[config.mk]
export PLATFORM = sky130hd
export DESIGN_NAME = wrs_stall_ctrl
export DESIGN_NICKNAME = d
export VERILOG_FILES = /design/src/rtl/wrs_pkg.sv /design/src/rtl/wrs_decode.sv /design/src/rtl/wrs_resv_tracker.sv /design/src/rtl/wrs_wait_timer.sv /design/src/rtl/wrs_stall_ctrl.sv
export SDC_FILE = /design/constraint.sdc
export NUM_CORES = 1
export LEC_CHECK = 0
export ABC_AREA = 0
export CAP_MARGIN = 10
export CELL_PAD_IN_SITES_DETAIL_PLACEMENT = 0
export CELL_PAD_IN_SITES_GLOBAL_PLACEMENT = 1
export CORE_UTILIZATION = 29
export DETAILED_ROUTE_END_ITERATION = 6
export PLACE_DENSITY = 0.95
export SLEW_MARGIN = 10
export SYNTH_ARGS = -nofsm -noshare
export SYNTH_HDL_FRONTEND = slang
export SYNTH_SLANG_ARGS = --single-unit
[constraint.sdc]
create_clock -name clk -period 5.2 [get_ports clk]
set_clock_uncertainty 0.05 [all_clocks]
set_input_delay 0.52 -clock clk [delete_from_list [all_inputs] [get_ports clk]]
set_output_delay 0.52 -clock clk [all_outputs]
set_load 0.005 [all_outputs]
[src/rtl/wrs_pkg.sv]
package wrs_pkg;
  localparam logic [6:0]  OPC_SYSTEM = 7'h73;
  localparam logic [11:0] FN_UNTIMED = 12'h00D;
  localparam logic [11:0] FN_TIMED   = 12'h01D;
  localparam logic [1:0]  PRV_M      = 2'b11;
  localparam logic [4:0]  CAUSE_ILL  = 5'd2;
  localparam logic [4:0]  CAUSE_VIRT = 5'd22;

  typedef enum logic [1:0] {TRAP_NONE, TRAP_ILL, TRAP_VIRT} trap_kind_e;
  typedef enum logic {ST_IDLE, ST_WAIT} wait_st_e;

  typedef struct packed {
    logic hit;
    logic timed;
  } wrs_dec_t;
endpackage

[src/rtl/wrs_decode.sv]
module wrs_decode
  import wrs_pkg::*;
(
  input  logic [31:0] instr,
  output wrs_dec_t    dec
);
  logic zero_regs;
  always_comb begin
    zero_regs = (instr[11:7] == 5'd0) && (instr[14:12] == 3'd0) && (instr[19:15] == 5'd0);
    dec.hit   = (instr[6:0] == OPC_SYSTEM) && zero_regs &&
                ((instr[31:20] == FN_UNTIMED) || (instr[31:20] == FN_TIMED));
    dec.timed = (instr[31:20] == FN_TIMED);
  end
endmodule

[src/rtl/wrs_resv_tracker.sv]
module wrs_resv_tracker #(
  parameter int AW       = 32,
  parameter int GRAN_LG2 = 6
) (
  input  logic          clk,
  input  logic          rst_n,
  input  logic          lr_vld,
  input  logic [AW-1:0] lr_addr,
  input  logic          st_vld,
  input  logic [AW-1:0] st_addr,
  output logic          resv_vld,
  output logic          hit_now
);
  localparam int TAGW = AW - GRAN_LG2;

  logic [TAGW-1:0] tag_q;

  assign hit_now = resv_vld && st_vld && (st_addr[AW-1:GRAN_LG2] == tag_q);

  always_ff @(posedge clk) begin
    if (!rst_n) begin
      resv_vld <= 1'b0;
      tag_q    <= '0;
    end else if (lr_vld) begin
      resv_vld <= 1'b1;
      tag_q    <= lr_addr[AW-1:GRAN_LG2];
    end else if (hit_now) begin
      resv_vld <= 1'b0;
    end
  end

  assert_hit_clears_R4: assert property (@(posedge clk) disable iff (!rst_n)
    (hit_now && !lr_vld) |=> !resv_vld);
  assert_lr_wins_R12: assert property (@(posedge clk) disable iff (!rst_n)
    lr_vld |=> resv_vld);
endmodule

[src/rtl/wrs_wait_timer.sv]
module wrs_wait_timer #(
  parameter int STO_CYC  = 256,
  parameter int TRAP_CYC = 1024
) (
  input  logic clk,
  input  logic rst_n,
  input  logic start,
  input  logic run,
  output logic sto_due,
  output logic trap_due
);
  localparam int MAXC = (STO_CYC > TRAP_CYC) ? STO_CYC : TRAP_CYC;
  localparam int CW   = $clog2(MAXC + 1);
  localparam logic [CW-1:0] STO_LAST  = CW'(STO_CYC - 1);
  localparam logic [CW-1:0] TRAP_LAST = CW'(TRAP_CYC - 1);
  localparam logic [CW-1:0] CNT_TOP   = CW'(MAXC - 1);

  logic [CW-1:0] cnt_q;

  always_ff @(posedge clk) begin
    if (!rst_n)                     cnt_q <= '0;
    else if (start)                 cnt_q <= '0;
    else if (run && cnt_q != CNT_TOP) cnt_q <= cnt_q + 1'b1;
  end

  assign sto_due  = (cnt_q == STO_LAST);
  assign trap_due = (cnt_q == TRAP_LAST);
endmodule

[src/rtl/wrs_stall_ctrl.sv]
module wrs_stall_ctrl
  import wrs_pkg::*;
#(
  parameter int AW       = 32,
  parameter int GRAN_LG2 = 6,
  parameter int NIRQ     = 16,
  parameter int STO_CYC  = 256,
  parameter int TRAP_CYC = 1024
) (
  input  logic            clk,
  input  logic            rst_n,
  input  logic            issue_vld,
  input  logic [31:0]     instr,
  input  logic [1:0]      priv,
  input  logic            virt,
  input  logic            tw_m,
  input  logic            vtw_h,
  input  logic            lr_vld,
  input  logic [AW-1:0]   lr_addr,
  input  logic            st_vld,
  input  logic [AW-1:0]   st_addr,
  input  logic [NIRQ-1:0] irq_pend,
  input  logic            spur_wake,
  output logic            stall,
  output logic            lp_req,
  output logic            done,
  output logic            exc_vld,
  output logic [4:0]      exc_cause
);
  wrs_dec_t   dec;
  logic       resv_vld, hit_now, resv_live, irq_any;
  logic       sto_due, trap_due;
  wait_st_e   st_q;
  logic       timed_q;
  trap_kind_e trap_q, trap_issue;
  logic       accept, can_wait, go_wait, release_now, trap_now;
  logic       done_q, exc_q;
  logic [4:0] cause_q;

  wrs_decode u_dec (.instr(instr), .dec(dec));

  wrs_resv_tracker #(.AW(AW), .GRAN_LG2(GRAN_LG2)) u_resv (
    .clk(clk), .rst_n(rst_n), .lr_vld(lr_vld), .lr_addr(lr_addr),
    .st_vld(st_vld), .st_addr(st_addr), .resv_vld(resv_vld), .hit_now(hit_now)
  );

  wrs_wait_timer #(.STO_CYC(STO_CYC), .TRAP_CYC(TRAP_CYC)) u_tmr (
    .clk(clk), .rst_n(rst_n), .start(go_wait), .run(st_q == ST_WAIT),
    .sto_due(sto_due), .trap_due(trap_due)
  );

  always_comb begin
    irq_any   = |irq_pend;
    resv_live = resv_vld && !hit_now;
    accept    = (st_q == ST_IDLE) && issue_vld && dec.hit;
    can_wait  = resv_live && !irq_any;
    go_wait   = accept && can_wait;
    release_now = (st_q == ST_WAIT) &&
                  (!resv_live || irq_any || spur_wake || (timed_q && sto_due));
    trap_now  = (st_q == ST_WAIT) && !release_now && (trap_q != TRAP_NONE) && trap_due;
    // escalation policy chosen at issue: machine bit first, then hypervisor bit
    if (dec.timed || priv == PRV_M) trap_issue = TRAP_NONE;
    else if (tw_m)                  trap_issue = TRAP_ILL;
    else if (virt && vtw_h)         trap_issue = TRAP_VIRT;
    else                            trap_issue = TRAP_NONE;
  end

  always_ff @(posedge clk) begin
    if (!rst_n) begin
      st_q    <= ST_IDLE;
      timed_q <= 1'b0;
      trap_q  <= TRAP_NONE;
      done_q  <= 1'b0;
      exc_q   <= 1'b0;
      cause_q <= '0;
    end else begin
      done_q  <= (accept && !can_wait) || release_now;
      exc_q   <= trap_now;
      cause_q <= !trap_now ? 5'd0 : (trap_q == TRAP_ILL) ? CAUSE_ILL : CAUSE_VIRT;
      if (go_wait) begin
        st_q    <= ST_WAIT;
        timed_q <= dec.timed;
        trap_q  <= trap_issue;
      end else if (release_now || trap_now) begin
        st_q <= ST_IDLE;
      end
    end
  end

  assign stall     = (st_q == ST_WAIT);
  assign lp_req    = stall;
  assign done      = done_q;
  assign exc_vld   = exc_q;
  assign exc_cause = cause_q;

  assert_excl_R11: assert property (@(posedge clk) disable iff (!rst_n)
    !(done && exc_vld));
  assert_fall_pulse_R11: assert property (@(posedge clk) disable iff (!rst_n)
    $fell(stall) |-> (done || exc_vld));
  assert_irq_wake_R5: assert property (@(posedge clk) disable iff (!rst_n)
    (stall && irq_any) |=> (!stall && done));
  assert_exc_after_wait_R8: assert property (@(posedge clk) disable iff (!rst_n)
    exc_vld |-> $past(stall));
  assert_timed_no_trap_R7: assert property (@(posedge clk) disable iff (!rst_n)
    (stall && timed_q) |=> !exc_vld);
  assert_immediate_R2: assert property (@(posedge clk) disable iff (!rst_n)
    (accept && !can_wait) |=> (done && !stall));
endmodule

---- After elaboration in Yosys (flattened, before gate mapping) ----
Index checks and enable logic that the tools add are counted.
storage, ports and cells
  register bits after elaboration ......... 49
  input bits .............................. 123
cells by class
  $add $sub $neg .......................... 1
  equal/unequal tests ..................... 9
  muxes and demuxes ....................... 8
  bitwise operators ....................... 2
  reduce and logical (&&, ||, !) cells .... 40
operators with widths
  cell                   count
  $eq 26x26->1           1
  $logic_and 1x1->1      19
  $reduce_or 16->1       1
  $eq 12x4->1 const B    1
  $eq 12x5->1 const B    1
  $add 11x1->11 const B  1
  $eq 11x10->1 const B   1
  $eq 11x8->1 const B    1
  $ne 11x10->1 const B   1
  $logic_not 5->1        2
  $eq 7x7->1 const B     1
  $logic_or 1x1->1       7
  $mux 2                 3
  $reduce_bool 2->1      3
  $logic_not 1->1        5
  $mux 5                 1
  $mux 1                 4
  $logic_not 3->1        1
  $eq 2x1->1 const B     1
  $eq 2x2->1 const B     1
  $not 1->1              2
  $reduce_and 2->1       1
  $reduce_or 2->1        1

---- Logic depth before layout (Yosys ltp) ----
Gate-level depths: netlist (run 1).
  word-level depth ........................ 16
  depth in mapped cells ................... 7

---- By module ----
From an unflattened synthesis (run 1), not the netlist that was laid out.
second synthesis, totals
  cell total of the unflattened synthesis .. 263
  area, all modules ....................... 2595.0 um2
modules (own cells, without submodules)
  module            instances  cells each  area each (um2)  sequential area each (um2)
  wrs_resv_tracker  1          134         1378.8           540.5
  wrs_wait_timer    1          65          595.6            220.2
  wrs_stall_ctrl    1          50          494.2            160.2
  wrs_decode        1          14          126.4            0.0

---- Worst setup path after synthesis (run 1) ----
No wires, ideal clock.
  kind .................................... input -> register
  start ................................... input port irq_pend[0]
  end ..................................... register timed_q
  data arrival time ....................... 1.971 ns
  data required time ...................... 5.080 ns
  slack ................................... 3.109 ns
  cell stages on the path ................. 5
  cells stage by stage .................... or4_4 -> nor4b_4 -> o211ai_4 -> or3_1 -> a21boi_1
on the way
  cells in the longest elaborated chain, start to end .. 4
RTL lines
  what                  RTL line              text
  start, declared       wrs_stall_ctrl.sv:22  input logic [NIRQ-1:0] irq_pend,
  $reduce_or 16->1      wrs_stall_ctrl.sv:53  irq_any = |irq_pend;
  $logic_not 1->1       wrs_stall_ctrl.sv:56  can_wait = resv_live && !irq_any;
  $logic_and 1x1->1     wrs_stall_ctrl.sv:56
  $logic_and 1x1->1     wrs_stall_ctrl.sv:57  go_wait = accept && can_wait;
  end signal, assigned  wrs_stall_ctrl.sv:82  timed_q <= dec.timed;
  end, declared         wrs_stall_ctrl.sv:34  logic timed_q;
Every way passes these cells.
A chain may end at the register's enable or synchronous reset.

---- Worst setup path after layout (run 1) ----
  start ................................... input port st_addr[20]
  end ..................................... register u_tmr.cnt_q[1]
on the way
  cells in the longest elaborated chain, start to end .. 7
RTL lines
  what                              RTL line                text
  start, declared                   wrs_stall_ctrl.sv:21    input logic [AW-1:0] st_addr,
  $eq 26x26->1                      wrs_resv_tracker.sv:18  assign hit_now = resv_vld && st_vld && (st_addr[AW-1:GRAN_LG2] == tag_q);
  $logic_and 1x1->1                 wrs_resv_tracker.sv:18
  $logic_not 1->1                   wrs_stall_ctrl.sv:54    resv_live = resv_vld && !hit_now;
  $logic_and 1x1->1                 wrs_stall_ctrl.sv:54
  $logic_and 1x1->1                 wrs_stall_ctrl.sv:56
  $logic_and 1x1->1                 wrs_stall_ctrl.sv:57
  $reduce_or 2->1 (no source line)  -
  end signal, assigned              wrs_wait_timer.sv:23    else if (run && cnt_q != CNT_TOP) cnt_q <= cnt_q + 1'b1;
  end, declared                     wrs_wait_timer.sv:18    logic [CW-1:0] cnt_q;
Every way passes these cells.

==> metrics.csv, run 1 <==
stage,metric,value,unit
worst_setup_path,Worst Path Arrival,2520,ps
drt,DR vias,2027,
synth,Post-synth EDFFs,0,
worst_setup_path,Setup crit end kind,register,
floorplanning,die area,8260,µm²
placement,dpl cells,447,
final_layout,area grow syn2layout,59.3,%
drt,routed length per placed instance,12.5,µm
drt,drt total wl,5.70,mm
synth,Ys Warns,0,
worst_hold_path,Worst Hold Path Cells,2,
placement,gpl congestion,0.748,
sta,# setup viols final,0,
synth,Synth Instances,237,
worst_setup_path,Crit Path Max Fanout,10,
floorplanning,# IOs,132,
pwr,Worst VDD drop,0.126,mV
drt,DR pass1 iterations,4,
worst_hold_path,HP Class,reg -> reg,
floorplanning,Initial Util,29.8,%
run,Max-Cap Viols,0,
worst_setup_path,CP Launch Type,input port,
floorplanning,core region area,7690,µm²
drt,antenna-violating nets left,0,
final_layout,footprint of the multi-input gates,1310,µm²
floorplanning,Chip Width,90.9,µm
clocking,CTS sink cnt,46,
sta,Fmax,0.428,GHz
global_routing,first-pass GRT wire length,9.78,mm
floorplanning,Rows,32,
global_routing,vias in the first global route,2176,
synth,synthesis-stage register bit count,46,
drt,via density per instance,4.45,
sta,Final Hold Viols,0,
placement,IO Port Bufs,117,
sta,Worst Tran Pin Value,814,ps
clocking,Clock Tree Root,clkbuf_8,
sta,RSZ-0062 raised after global routing,false,
sta,setup TNS,0,ps
global_routing,largest net degree at the start of global routing,37,
worst_setup_path,Crit Path Class,in -> reg,
sta,Worst slew margin,45.7,%
clocking,Post-CTS Resized,0,
worst_setup_path,R2R depth,6,
synth,asr flop ratio synth,0,%
floorplanning,DIE HEIGHT,90.9,µm
outcome,status,"finished, final reports clean",
clocking,CTS tree,built,
final_layout,Non-Filler Instances,455,
sta,period utilisation layout,45.0,%
global_routing,Overall Global Routing Usage,14.8,%
worst_setup_path,Critical Path RT,5380,ps
worst_hold_path,hold path start,trap_q[1],
sta,Final Critical Period,2340,ps
placement,Detail Placement HPWL,4.49,mm
clocking,"Clk Latency, worst-skew pair",300,ps
pwr,PD cells,213,nW/µm²
clocking,cts bufs inserted,5,
clocking,Post-CTS Setup Inserts,0,
drt,Iter 0 DRT Violations,37,
final_layout,Fill cells,723,
synth,main flop type after synthesis,dfxtp_1,
final_layout,Final nets,476,
final_layout,FF/Latch Area,921,µm²
sta,Pins Over Slew Limit,0,
synth,"Seq/Total Area, Yosys",40.2,%
final_layout,share of cells above drive strength 1,4.53,%
clocking,H-tree depth,2,
synth,Post-Syn Area per Cell,9.67,µm²
synth,Unique masters post-synth,39,
synth,Synth Cell Area,2290,µm²
clocking,CTS max path bufs,2,
final_layout,# diodes,0,
worst_setup_path,Setup crit start,st_addr[20],
drt,DRC Markers,0,
global_routing,total global routing overflow,0,
clocking,clock slew at reported path FFs,80,ps
worst_setup_path,r2r startpoint,u_resv.tag_q[14],
global_routing,initial antenna violation count,0,
clocking,"Hold-fix buffers, CTS",0,
pwr,Pleak,1.37,nW
[path summary, 6_finish.rpt]
check / endpoint / slack, ps
max: u_tmr.cnt_q[1] / 2860
max reg2reg: u_tmr.cnt_q[1] / 3170
min reg2reg: exc_cause[2] / 410
min: exc_cause[2] / 410
[metal layers]
metal | wire [µm] | global-route usage (%)
met5 | 0 | 0
met2 | 2920 | 26.6
met1 | 2340 | 16.2
met3 | 350 | 5.05
met4 | 85 | 4.63
[kinds of logic after synthesis]
family | share of synthesized area, %
simple gates | 26.2
other cells | 0.164
fa+ha+maj | 0.546
compound gates | 4.92
xor+xnor | 13.4
mux | 11.8
buf+inv | 2.79
flops | 40.2
[layout make-up]
type	count	area share, %
multi-input cells	179	35.9
repair buffers	118	32.2
clock inverters	3	1.10
well taps	102	3.50
clock buffers	5	1.89
flip-flops and latches	46	25.2
inverters	2	0.206
[Yosys cell counts (2+ instances only)]
cell type,count,area share (%)
nor4b_1,2,0.76
nor2b_1,28,7.6
nand2_1,10,1.6
o21ai_0,4,0.87
o21a_1,2,0.66
xor2_1,19,7.3
clkbuf_1,7,1.1
nor3_1,4,0.87
buf_4,4,1.3
a21oi_1,3,0.66
dfxtp_1,46,40
or3_1,2,0.55
and2_1,2,0.55
xnor2_1,16,6.1
inv_1,2,0.33
nand3_1,7,1.5
nor2_1,14,2.3
and4b_1,2,0.87
mux2i_1,27,12
nor4_1,7,1.9
or4_4,2,0.98
nand4_1,10,2.7
[power breakdown]
part / internal (W) / leakage [nW] / switching, W / total [W]
registers: 0.000365 / 0.376 / 0.00000823 / 0.000373
logic: 0.000103 / 0.932 / 0.0000394 / 0.000143
clock network: 0.000142 / 0.0579 / 0.000120 / 0.000262
total: 0.000609 / 1.37 / 0.000168 / 0.000777
[registers in the layout, summed over array words and instances (netlist names), 2 cells and up]
register,cells
u_resv.tag_q,26
trap_q,2
u_tmr.cnt_q,11
exc_cause,2
[metrics by stage]
stage          area, µm²  hold slack [ps]  setup slack [ps]  utilization (%)  total power [W]
6_report            3650              411              2860             47.5         0.000777
5_1_grt             3650              428              2750             47.5         0.000819
4_1_cts             3650              407              2810             47.5         0.000789
3_5_place_dp        3540              390              2530             46.0         0.000525
3_3_place_gp        3540              387              2560             46.0         0.000523
2_1_floorplan       2290              369              3110                -         0.000432
[cell usage in the layout, fill, tap and decap left out, types with 2 or more instances in the layout]
cell type,synthesis,layout
and4b_1,2,2
conb_1,1,2
nor2b_1,28,28
xor2_1,19,19
a21oi_1,3,3
nor4_1,7,7
mux2i_1,27,27
nand3_1,7,7
o21a_1,2,2
clkbuf_8,0,5
o21ai_0,4,4
nand4_1,10,10
nor2_1,14,14
clkdlybuf4s50_1,0,116
inv_1,2,2
nand2_1,10,10
and2_1,2,2
or4_4,2,2
nor4b_1,2,2
or3_1,2,2
dfxtp_1,46,46
clkinv_2,0,2
nor3_1,4,4
xnor2_1,16,16
[worst max-delay path: stages]
cell and delay [ps]:
clkdlybuf4s50_1 470, xnor2_1 140, nand4_1 140, or4_4 580
o211ai_4 290, nand2_2 200, a21oi_1 160
No activity file was read; power rests on OpenSTA's default activity.
==> run 2: changes to the inputs <==
--- a/config.mk
+++ b/config.mk
@@ -9,9 +9,9 @@
 export CAP_MARGIN = 10
 export CELL_PAD_IN_SITES_DETAIL_PLACEMENT = 0
 export CELL_PAD_IN_SITES_GLOBAL_PLACEMENT = 1
-export CORE_UTILIZATION = 29
+export CORE_UTILIZATION = 24
 export DETAILED_ROUTE_END_ITERATION = 6
-export PLACE_DENSITY = 0.95
+export PLACE_DENSITY = 0.85
 export SLEW_MARGIN = 10
 export SYNTH_ARGS = -nofsm -noshare
 export SYNTH_HDL_FRONTEND = slang
==> constraint.sdc (replaced) <==
create_clock -name clk -period 1.95 [get_ports clk]
set_clock_uncertainty 0.05 [all_clocks]
set_input_delay 0.195 -clock clk [delete_from_list [all_inputs] [get_ports clk]]
set_output_delay 0.195 -clock clk [all_outputs]
set_load 0.005 [all_outputs]
==> metrics.csv, run 2 (same netlist as run 1, synthesis figures left out) <==
stage,metric,value,unit,change
floorplanning,Rows,35,,+9.4%
placement,placed cell area,3640,µm²,+2.9%
floorplanning,# IOs,132,,unchanged
pwr,PD cells,517,nW/µm²,+140%
placement,IO Port Bufs,117,,unchanged
worst_setup_path,CP Launch Type,input port,,
final_layout,"commonest non-fill, non-tap cell in the layout",clkdlybuf4s50_1,,
global_routing,Overall Global Routing Usage,12.0,%,-2.8 points
clocking,"Clk Latency, worst-skew pair",300,ps,about the same
worst_setup_path,Critical Path RT,2120,ps,-3260 ps
outcome,status,"finished, final reports clean",,
worst_setup_path,Crit Path Class,in -> reg,,
clocking,Clock Tree Root,clkbuf_8,,
drt,DR vias,2092,,+3.2%
final_layout,Largest register FFs,26,,unchanged
pwr,Pleak,1.53,nW,+12%
sta,Fmax,0.516,GHz,
clocking,H-tree depth,2,,unchanged
run,Max-Cap Viols,0,,unchanged
pwr,Worst VDD drop,0.246,mV,+96%
worst_setup_path,Setup crit end kind,register,,
pwr,Final Power,0.00199,W,+160%
floorplanning,DIE HEIGHT,99.7,µm,+9.7%
global_routing,largest net degree at the start of global routing,30,,-19%
final_layout,area grow syn2layout,67.9,%,
final_layout,Largest regs,"u_resv.tag_q (26), u_tmr.cnt_q (11)",,
floorplanning,Chip Width,99.7,µm,+9.7%
clocking,CTS tree,built,,
sta,Pins Over Slew Limit,0,,unchanged
placement,gpl congestion,0.767,,+2.5%
sta,Final Critical Period,1940,ps,
final_layout,most frequent cells in the layout,"clkdlybuf4s50_1 (106), dfxtp_1 (38), nor2b_1 (28)",,
global_routing,first-pass GRT wire length,9.55,mm,-2.3%
sta,period utilisation layout,99.3,%,
final_layout,# diodes,0,,unchanged
drt,drt total wl,5.86,mm,+2.8%
clocking,CTS sink cnt,46,,unchanged
drt,DRC Markers,0,,unchanged
final_layout,Largest Register,u_resv.tag_q,,
floorplanning,die area,9940,µm²,+20%
global_routing,total global routing overflow,0,,unchanged
drt,routed length per placed instance,11.9,µm,-4.9%
worst_setup_path,Worst Path Arrival,2110,ps,-410 ps
worst_setup_path,Worst path max stage delay,550,ps,-30 ps
worst_setup_path,CP max stage cell,or4_4,,
clocking,CTS max path bufs,2,,unchanged
placement,Detail Placement HPWL,4.54,mm,+1.3%
worst_hold_path,HP Class,in -> reg,,
global_routing,initial antenna violation count,0,,unchanged
clocking,"Hold-fix buffers, CTS",0,,unchanged
sta,Final Hold Viols,0,,unchanged
drt,antenna-violating nets left,0,,unchanged
clocking,clock slew at reported path FFs,80,ps,about the same
drt,DR pass1 iterations,4,,unchanged
drt,via density per instance,4.25,,-4.6%
worst_setup_path,Crit Path Max Fanout,5,,-5
global_routing,vias in the first global route,2125,,-2.3%
clocking,cts bufs inserted,5,,unchanged
drt,Iter 0 DRT Violations,57,,+54%
worst_setup_path,CP cell instances,clkdlybuf4s50_1 -> xnor2_2 -> nand4_1 -> or4_4 -> o211ai_4 -> buf_6 -> nand3_1 -> o21ai_0,,
final_layout,fin area,3850,µm²,+5.5%
final_layout,Final nets,486,,+2.1%
floorplanning,core region area,9240,µm²,+20%
sta,RSZ-0062 raised after global routing,true,,
floorplanning,Initial Util,24.8,%,-5.0 points
final_layout,share of cells above drive strength 1,12.1,%,+7.6 points
sta,# setup viols final,0,,unchanged
[run 2: final timing paths]
path	end	cells after the start	slack, ps	start
hold reg to reg	timed_q	2	420	timed_q
hold / removal	trap_q[0]	5	390	irq_pend[2]
setup reg to reg	trap_q[0]	7	30	u_resv.tag_q[6]
setup / recovery	trap_q[0]	8	10	st_addr[12]
[run 2: power breakdown]
| part | internal (W) | switching [W] | total [W] |
|---|---|---|---|
| combinational | 0.000283 | 0.000110 | 0.000393 |
| sequential | 0.000974 | 0.0000246 | 0.000999 |
| clock | 0.000286 | 0.000313 | 0.000599 |
[run 2: per-stage QoR]
step / hold WS [ps] / setup WS, ps / util [%] / std cells / setup TNS, ps
after floorplan: 285 / 175 / - / 238 / 0
after global routing: 402 / -55.6 / 41.6 / 492 / -300
final: 395 / 12.8 / 41.6 / 492 / 0
after detailed placement: 399 / -310 / 39.4 / 483 / -5100
after CTS: 414 / -12.7 / 40.4 / 491 / -13.2
after global placement: 402 / -346 / 39.4 / 483 / -4920
[run 2: routing by layer]
metal,wire [µm],track usage (%),up-vias
met5,0,0,-
met4,65,3.28,0
met3,309,3.72,10
met2,2920,20.9,54
met1,2560,14.0,955
li1,-,-,1073
[run 2: final cells by class]
cell class                 count  area (µm²)
clock buffer                   7        86.3
fill                         904        5390
sequential                    46         931
multi-input combinational    179        1380
clock inverter                 1        5.00
timing repair buffer         128        1280
tap                          129         161
inverter                       2        7.51
[run 2: worst max-delay path: cells and delay by family]
kind,cells,cell delay (ps)
simple gates,3,750
buf+inv,2,650
compound gates,2,380
xor+xnor,1,120
[run 2: what timing repair did]
| action | in CTS | in global routing |
|---|---|---|
| buffers inserted | 0 | 1 |
| pin swaps | 0 | 18 |
| setup endpoints to repair | 2 | 15 |
| gates resized for setup | 0 | 32 |
==> run 3: changes to the inputs <==
--- a/config.mk
+++ b/config.mk
@@ -6,7 +6,6 @@
 export NUM_CORES = 1
 export LEC_CHECK = 0
 export ABC_AREA = 0
-export CAP_MARGIN = 10
 export CELL_PAD_IN_SITES_DETAIL_PLACEMENT = 0
 export CELL_PAD_IN_SITES_GLOBAL_PLACEMENT = 1
 export CORE_UTILIZATION = 24
==> results of run 3 <==
No change in the layout: final DEF, timing and power equal those of run 2.
